## src/rtl/uart_txh_pkg.sv

```systemverilog
package uart_txh_pkg;
    localparam int DATA_W  = 8;
    localparam int LEN_W   = 2;
    localparam int MIN_LEN = 5;

    typedef struct packed {
        logic [DATA_W-1:0] hold;
        logic              empty;
        logic              load;
        logic [DATA_W-1:0] sdata;
    } hold_st_t;

    typedef struct packed {
        logic fly;
        logic cpl;
    } cpl_st_t;

    typedef struct packed {
        logic en;
    } ctl_st_t;
endpackage

```

## src/rtl/uart_txh_mask.sv

```systemverilog
module uart_txh_mask
    import uart_txh_pkg::*;
(
    input  logic [DATA_W-1:0] din,
    input  logic [LEN_W-1:0]  len_sel,
    output logic [DATA_W-1:0] dout
);
    localparam int KEEP_BASE = MIN_LEN;
    logic [DATA_W-1:0] keep;

    for (genvar i = 0; i < DATA_W; i++) begin : g_bit
        assign keep[i] = ((i + 1) <= (KEEP_BASE + int'(len_sel)));
    end

    assign dout = din & keep;
endmodule

```

## src/rtl/uart_txh_ctl.sv

```systemverilog
module uart_txh_ctl
    import uart_txh_pkg::*;
(
    input  logic clk,
    input  logic rst_n,
    input  logic en_wr,
    input  logic en_wdata,
    output logic tx_en,
    output logic abort
);
    ctl_st_t st_d, st_q;

    always_comb begin
        st_d = st_q;
        if (en_wr) st_d.en = en_wdata;
    end

    always_ff @(posedge clk or negedge rst_n) begin
        if (!rst_n) st_q <= '0;
        else        st_q <= st_d;
    end

    assign tx_en = st_q.en;
    assign abort = en_wr && !en_wdata;
endmodule

```

## src/rtl/uart_txh_hold.sv

```systemverilog
module uart_txh_hold
    import uart_txh_pkg::*;
(
    input  logic              clk,
    input  logic              rst_n,
    input  logic              wr_en,
    input  logic [DATA_W-1:0] wr_data,
    input  logic              tx_en,
    input  logic              abort,
    input  logic              shf_ready,
    input  logic [LEN_W-1:0]  len_sel,
    output logic              hand,
    output logic [DATA_W-1:0] hold_data,
    output logic              empty,
    output logic              shf_load,
    output logic [DATA_W-1:0] shf_data
);
    hold_st_t          st_d, st_q;
    logic [DATA_W-1:0] trimmed;

    uart_txh_mask u_mask (
        .din     (st_q.hold),
        .len_sel (len_sel),
        .dout    (trimmed)
    );

    assign hand = tx_en && !st_q.empty && shf_ready && !abort;

    always_comb begin
        st_d      = st_q;
        st_d.load = hand;
        if (wr_en && st_q.empty) begin
            st_d.hold  = wr_data;
            st_d.empty = 1'b0;
        end
        if (hand) begin
            st_d.empty = 1'b1;
            st_d.sdata = trimmed;
        end
        if (abort) st_d.empty = 1'b1;
    end

    always_ff @(posedge clk or negedge rst_n) begin
        if (!rst_n) begin
            st_q       <= '0;
            st_q.empty <= 1'b1;
        end else begin
            st_q <= st_d;
        end
    end

    assign hold_data = st_q.hold;
    assign empty     = st_q.empty;
    assign shf_load  = st_q.load;
    assign shf_data  = st_q.sdata;
endmodule

```

## src/rtl/uart_txh_cpl.sv

```systemverilog
module uart_txh_cpl
    import uart_txh_pkg::*;
(
    input  logic clk,
    input  logic rst_n,
    input  logic hand,
    input  logic abort,
    input  logic last_bit,
    input  logic empty,
    input  logic cpl_clr,
    output logic cpl_flag
);
    cpl_st_t st_d, st_q;
    logic    set_cpl;

    assign set_cpl = last_bit && st_q.fly && empty && !abort;

    always_comb begin
        st_d = st_q;
        if (abort)         st_d.fly = 1'b0;
        else if (hand)     st_d.fly = 1'b1;
        else if (last_bit) st_d.fly = 1'b0;
        if (set_cpl)       st_d.cpl = 1'b1;
        else if (cpl_clr)  st_d.cpl = 1'b0;
    end

    always_ff @(posedge clk or negedge rst_n) begin
        if (!rst_n) st_q <= '0;
        else        st_q <= st_d;
    end

    assign cpl_flag = st_q.cpl;
endmodule

```

## src/rtl/uart_txh_top.sv

```systemverilog
module uart_txh_top
    import uart_txh_pkg::*;
(
    input  logic              clk,
    input  logic              rst_n,
    input  logic              wr_en,
    input  logic [DATA_W-1:0] wr_data,
    input  logic              en_wr,
    input  logic              en_wdata,
    input  logic [LEN_W-1:0]  len_sel,
    input  logic              irq_en,
    input  logic              shf_ready,
    input  logic              last_bit,
    input  logic              cpl_clr,
    output logic [DATA_W-1:0] hold_data,
    output logic              tx_en,
    output logic              empty,
    output logic              shf_load,
    output logic [DATA_W-1:0] shf_data,
    output logic              cpl_flag,
    output logic              irq
);
    logic abort;
    logic hand;

    uart_txh_ctl u_ctl (
        .clk      (clk),
        .rst_n    (rst_n),
        .en_wr    (en_wr),
        .en_wdata (en_wdata),
        .tx_en    (tx_en),
        .abort    (abort)
    );

    uart_txh_hold u_hold (
        .clk       (clk),
        .rst_n     (rst_n),
        .wr_en     (wr_en),
        .wr_data   (wr_data),
        .tx_en     (tx_en),
        .abort     (abort),
        .shf_ready (shf_ready),
        .len_sel   (len_sel),
        .hand      (hand),
        .hold_data (hold_data),
        .empty     (empty),
        .shf_load  (shf_load),
        .shf_data  (shf_data)
    );

    uart_txh_cpl u_cpl (
        .clk      (clk),
        .rst_n    (rst_n),
        .hand     (hand),
        .abort    (abort),
        .last_bit (last_bit),
        .empty    (empty),
        .cpl_clr  (cpl_clr),
        .cpl_flag (cpl_flag)
    );

    assign irq = empty && irq_en;
endmodule

```

## config.mk

```make
export PLATFORM = sky130hd
export DESIGN_NAME = uart_txh_top
export DESIGN_NICKNAME = d
export VERILOG_FILES = /design/src/rtl/uart_txh_pkg.sv /design/src/rtl/uart_txh_mask.sv /design/src/rtl/uart_txh_ctl.sv /design/src/rtl/uart_txh_hold.sv /design/src/rtl/uart_txh_cpl.sv /design/src/rtl/uart_txh_top.sv
export SDC_FILE = /design/constraint.sdc
export NUM_CORES = 1
export LEC_CHECK = 0
export ABC_CLOCK_PERIOD_IN_PS = 1600
export BUFFER_PORTS_ARGS = -buffer_cell sky130_fd_sc_hd__buf_2
export CAP_MARGIN = 20
export CORE_UTILIZATION = 31
export CTS_CLUSTER_SIZE = 40
export DETAILED_ROUTE_END_ITERATION = 8
export PLACE_DENSITY = 0.65
export SLEW_MARGIN = 10
export SYNTH_ARGS = -nofsm -noshare
export SYNTH_HDL_FRONTEND = slang
export SYNTH_SLANG_ARGS = --single-unit
```

## constraint.sdc

```tcl
create_clock -name clk -period 1.6 [get_ports clk]
set_input_delay 0.4 -clock clk [delete_from_list [all_inputs] [get_ports clk]]
set_output_delay 0.4 -clock clk [all_outputs]
set_load 0.01 [all_outputs]
```

== Word-level counts from Yosys, hierarchy flattened ==
Cells that the tools add are included.

* Eq/ne operators: 0
* Bitwise gates (word level): 1
* Shift-type cells: 0
* Add/subtract/negate cells: 1
* $lt $le $gt $ge: 8
* Reductions and logical operators: 15
* Muxes and demuxes: 8
* Multiply operators: 0
* Divide/modulo/power cells: 0

{| class="wikitable"
|+ Operators by type and width
! kind !! number
|-
| $le A4 B32 Y1 const A || 4
|-
| $le A3 B32 Y1 const A || 2
|-
| $le A2 B32 Y1 const A || 1
|-
| $logic_and A1 B1 Y1 || 9
|-
| $and A8 B8 Y8 || 1
|-
| $mux W1 || 8
|-
| $reduce_bool A3 Y1 || 2
|-
| $add A3 B2 Y4 const A || 1
|-
| $le A4 B4 Y1 const A || 1
|-
| $logic_not A1 Y1 || 3
|-
| $reduce_bool A2 Y1 || 1
|}

* Register bits: 21
* Latch bits: 0
* Output and inout bits: 21
* Memories kept: 0
* Bits in read-only memories: 0
* Memory bits (writable): 0

== Depth between registers and ports, before layout ==
* Depth after elaboration: 6
* Gate-level depth with buffers: 4

== Hierarchy ==
Synthesis repeated with hierarchy kept, for this count alone.

* Cell total of the unflattened synthesis: 59
* Area, all modules: 894.6 um^2

{| class="wikitable"
|+ By module, submodules not included
! module !! cells an instance !! instances !! seq. area each (um^2) !! area an instance (um^2)
|-
| uart_txh_hold || 39 || 1 || 451.7 || 704.4
|-
| uart_txh_cpl || 8 || 1 || 50.0 || 86.3
|-
| uart_txh_mask || 8 || 1 || 0.0 || 51.3
|-
| uart_txh_ctl || 3 || 1 || 25.0 || 46.3
|-
| uart_txh_top || 1 || 1 || 0.0 || 6.3
|}

== Least setup slack after synthesis ==
OpenSTA, ideal clock, no wires.

* Kind: register -> register
* Start: reg u_hold.empty (netlist name)
* End: reg u_hold.st_q (netlist bit u_hold.shf_data[0])
* Setup time: 0.125 ns
* Cell stages (with the launch flop): 5
* Data required time: 1.475 ns
* Arrival time: 1.177 ns
* Slack: 0.298 ns
* Period minus slack after synthesis: 1.302 ns
* Buffers on the path: 1
* Cell sequence: dfstp_2 > nand3b_4 > nor2b_4 > buf_6 > mux2_4

* Word-level cells in the longest chain between the ends: 4

{| class="wikitable"
|+ RTL lines
! what !! line !! source
|-
| $logic_not A1 Y1 || uart_txh_hold.sv:27 || <nowiki>assign hand = tx_en && !st_q.empty && shf_ready && !abort;</nowiki>
|-
| $logic_and A1 B1 Y1 (3 in a row) || uart_txh_hold.sv:27 ||
|-
| named net hand || uart_txh_top.sv:24 || <nowiki>logic hand;</nowiki>
|-
| end signal, assigned || uart_txh_hold.sv:48 || <nowiki>st_q <= st_d;</nowiki>
|-
| end, declared || uart_txh_hold.sv:18 || <nowiki>hold_st_t st_d, st_q;</nowiki>
|}

The timed path passes the listed nets, and every way through them passes these cells.
A chain may end at the register's enable or synchronous reset.

== Worst setup path after layout ==
* Start: reg u_hold.empty (netlist name)
* End: out irq

* Word-level cells in the longest chain between the ends: 1

{| class="wikitable"
|+ RTL lines
! what !! line !! source
|-
| $logic_and A1 B1 Y1 || uart_txh_top.sv:62 || <nowiki>assign irq = empty && irq_en;</nowiki>
|-
| end, declared || uart_txh_top.sv:21 || <nowiki>output logic irq</nowiki>
|}

Every way passes these cells.

==> reports/qor.csv <==
metric,value,unit
Skew-Pair Late Insertion Delay,0.30,ns
hold_buf cts,0,
Post-CTS Setup Bufs,0,
power density over the cells,1345,nW/um2
cell row count,18,
CP Cell Sequence,and2_1 > buf_2,
die area,3059,um2
DRT Pass-1 Iters,3,
status,"complete, no violations",
Core Region,2590,um2
first-pass GRT wire length,2670,um
initial antenna violation count,0,
Final Instance Area,1107,um2
"Slew Viols, Final",0,
peak supply drop,0.0006358,V
Setup TNS,0,ns
HP Class,input port to asynchronous set/reset pin,
fin crit period,1.523,ns
initial core utilization,0.3401,
post-synth cell types,18,
width of the die,55.31,um
gr usage total,0.1140,
input/output buffers,39,
area growth from synthesis to layout,25.71,%
Post-Syn Area,880.8,um2
clk buf depth,2,
Resized Gates After CTS,0,
Max-cap violations,0,
grt total ovfl,0,
yosys warns,0,
vias per inst,4.531,
GP Congestion,0.8005,
largest family of logic cells by synthesized area,multiplexers,
syn nets,78,
crit path max fanout,6,
Final Hold Vio Count,0,
Tot Pwr,1.489,mW
# clock sinks,21,
"Slowest-stage cell, CP",dfstp_2,
largest net degree at the start of global routing,22,
Finish-stage setup viols,0,
clk_skew,0.005956,ns
H-tree depth,1,
TritonCTS clock tree,done,
die height,55.31,um
drt initial violations,6,
CP endpoint kind,output pin,
cell family with most CP delay,flip-flops,
Detail Route Antenna Nets,0,
Num CTS Buffers,3,
routed via count,580,
Synth area leaders,"dfrtp_1, mux2_2, mux2_4",
WL final,1558,um
nets,118,
largest area contributor in the netlist,dfrtp_1,
Worst Path Arrival,1.12,ns
n_diodes,0,
root buffer cell,clkbuf_4,
Leakage Power,0.5785,nW
final routed DRC violation total,0,
Worst path max stage delay,0.59,ns
CP Class,flip-flop to output pin,
mux contribution to synthesized area,0.2401,
XOR/XNOR Fraction of Synth Area,0,
layout cells sized above 1,0.6224,
syn_area_per_cell,14.93,um2
CP required,1.20,ns
period utilization,0.9519,
maximum clock rate,656.6,MHz
DP HPWL,1199,um
post-synth top area share,0.5682,
vias in the first global route,570,
IO Pins,40,
"Cell Area, Placed",1080,um2
Worst Path Buf+Inv,1,
register bit total from synthesis,21,
Synth Instances,59,
Startpoint Class,flip-flop,
register area share after synthesis,0.5980,
simple-gate portion of the synthesized area,0.08949,
relative slew slack,0.6975,
Worst-Margin Slew,0.4537,ns
RSZ-0062 raised after global routing,false,
Adder-Cell Fraction of Synth Area,0,
WL/cell,12.17,um
clock slew at reported path FFs,0.11,ns
Synth Area in Compound Gates,0.02131,
## final timing paths
path                                     from                  end  slack (ns)  cells past startpoint
min in group clk                      cpl_clr       u_cpl.cpl_flag        0.28                      2
hold reg to reg            u_hold.shf_data[0]   u_hold.shf_data[0]        0.52                      1
setup / recovery                 u_hold.empty                  irq        0.08                      2
max in group asynchronous               rst_n         u_hold.empty        1.23                      1
hold / removal                          rst_n  u_hold.hold_data[3]        0.03                      1
setup reg to reg                 u_hold.empty   u_hold.shf_data[1]        0.27                      3
## final cells by class
class / count / area [um2]
Clock buffer: 3 / 22.52
Clock inverter: 1 / 5.005
Fill cell: 250 / 1483
Inverter: 3 / 11.26
Multi-Input combinational cell: 31 / 309.0
Sequential cell: 21 / 526.8
Tap cell: 30 / 37.54
Timing Repair Buffer: 39 / 195.2
## synth_stat cells (all sizes together)
| master | n |
|---|---|
| and2 | 1 |
| and3 | 1 |
| buf | 4 |
| dfrtp | 20 |
| dfstp | 1 |
| inv | 3 |
| mux2 | 15 |
| mux2i | 2 |
| nand2 | 4 |
| nand2b | 2 |
| nand3 | 1 |
| nand3b | 1 |
| nor2b | 1 |
| o21ai | 1 |
| o21bai | 1 |
| o22ai | 1 |
## through the flow
step / hold WS, ns / cells / setup WS [ns] / util
after floorplan: 0.1044 / 59 / 0.2979 / -
after global placement: 0.3716 / 124 / 0.1729 / 0.4169
after detailed placement: 0.3772 / 124 / 0.1382 / 0.4169
after CTS: 0.02613 / 128 / 0.05489 / 0.4275
after global routing: 0.03933 / 128 / 0.03110 / 0.4275
final: 0.02609 / 128 / 0.07691 / 0.4275
## cell families (layout without fill, tap and decap cells)
family          count (synthesis)  in the layout
simple gates                   11             11
flops                          21             21
mux                            17             17
buf+inv                         7             46
compound gates                  3              3
## registers in the layout (all words and copies together), names as in the netlist
name and cells:
u_cpl.cpl_flag 1, u_cpl.st_q 1, u_ctl.tx_en 1, u_hold.empty 1, u_hold.hold_data 8, u_hold.shf_data 8, u_hold.shf_load 1
## per-layer routing
layer | wire length (um) | up-vias | GRT usage
li1 | - | 277 | -
met1 | 677 | 276 | 0.1414
met2 | 763 | 25 | 0.1773
met3 | 103 | 2 | 0.03279
met4 | 14 | 0 | 0.06429
met5 | 0 | - | 0
## cell usage in the layout (no fill, tap or decap), types with 2 or more instances in the layout
cell / instances
mux2_4: 6
buf_2: 39
dfrtp_1: 20
inv_1: 3
nand2b_1: 2
mux2i_1: 2
mux2_2: 9
clkbuf_4: 3
nand2_1: 4
## where the power goes
| group | total, mW | internal (mW) | switching [mW] |
|---|---|---|---|
| clock network | 0.248 | 0.0931 | 0.155 |
| registers | 0.773 | 0.678 | 0.0949 |
| logic | 0.468 | 0.266 | 0.202 |
| total | 1.49 | 1.04 | 0.452 |
No activity file was read; power rests on OpenSTA's default activity.
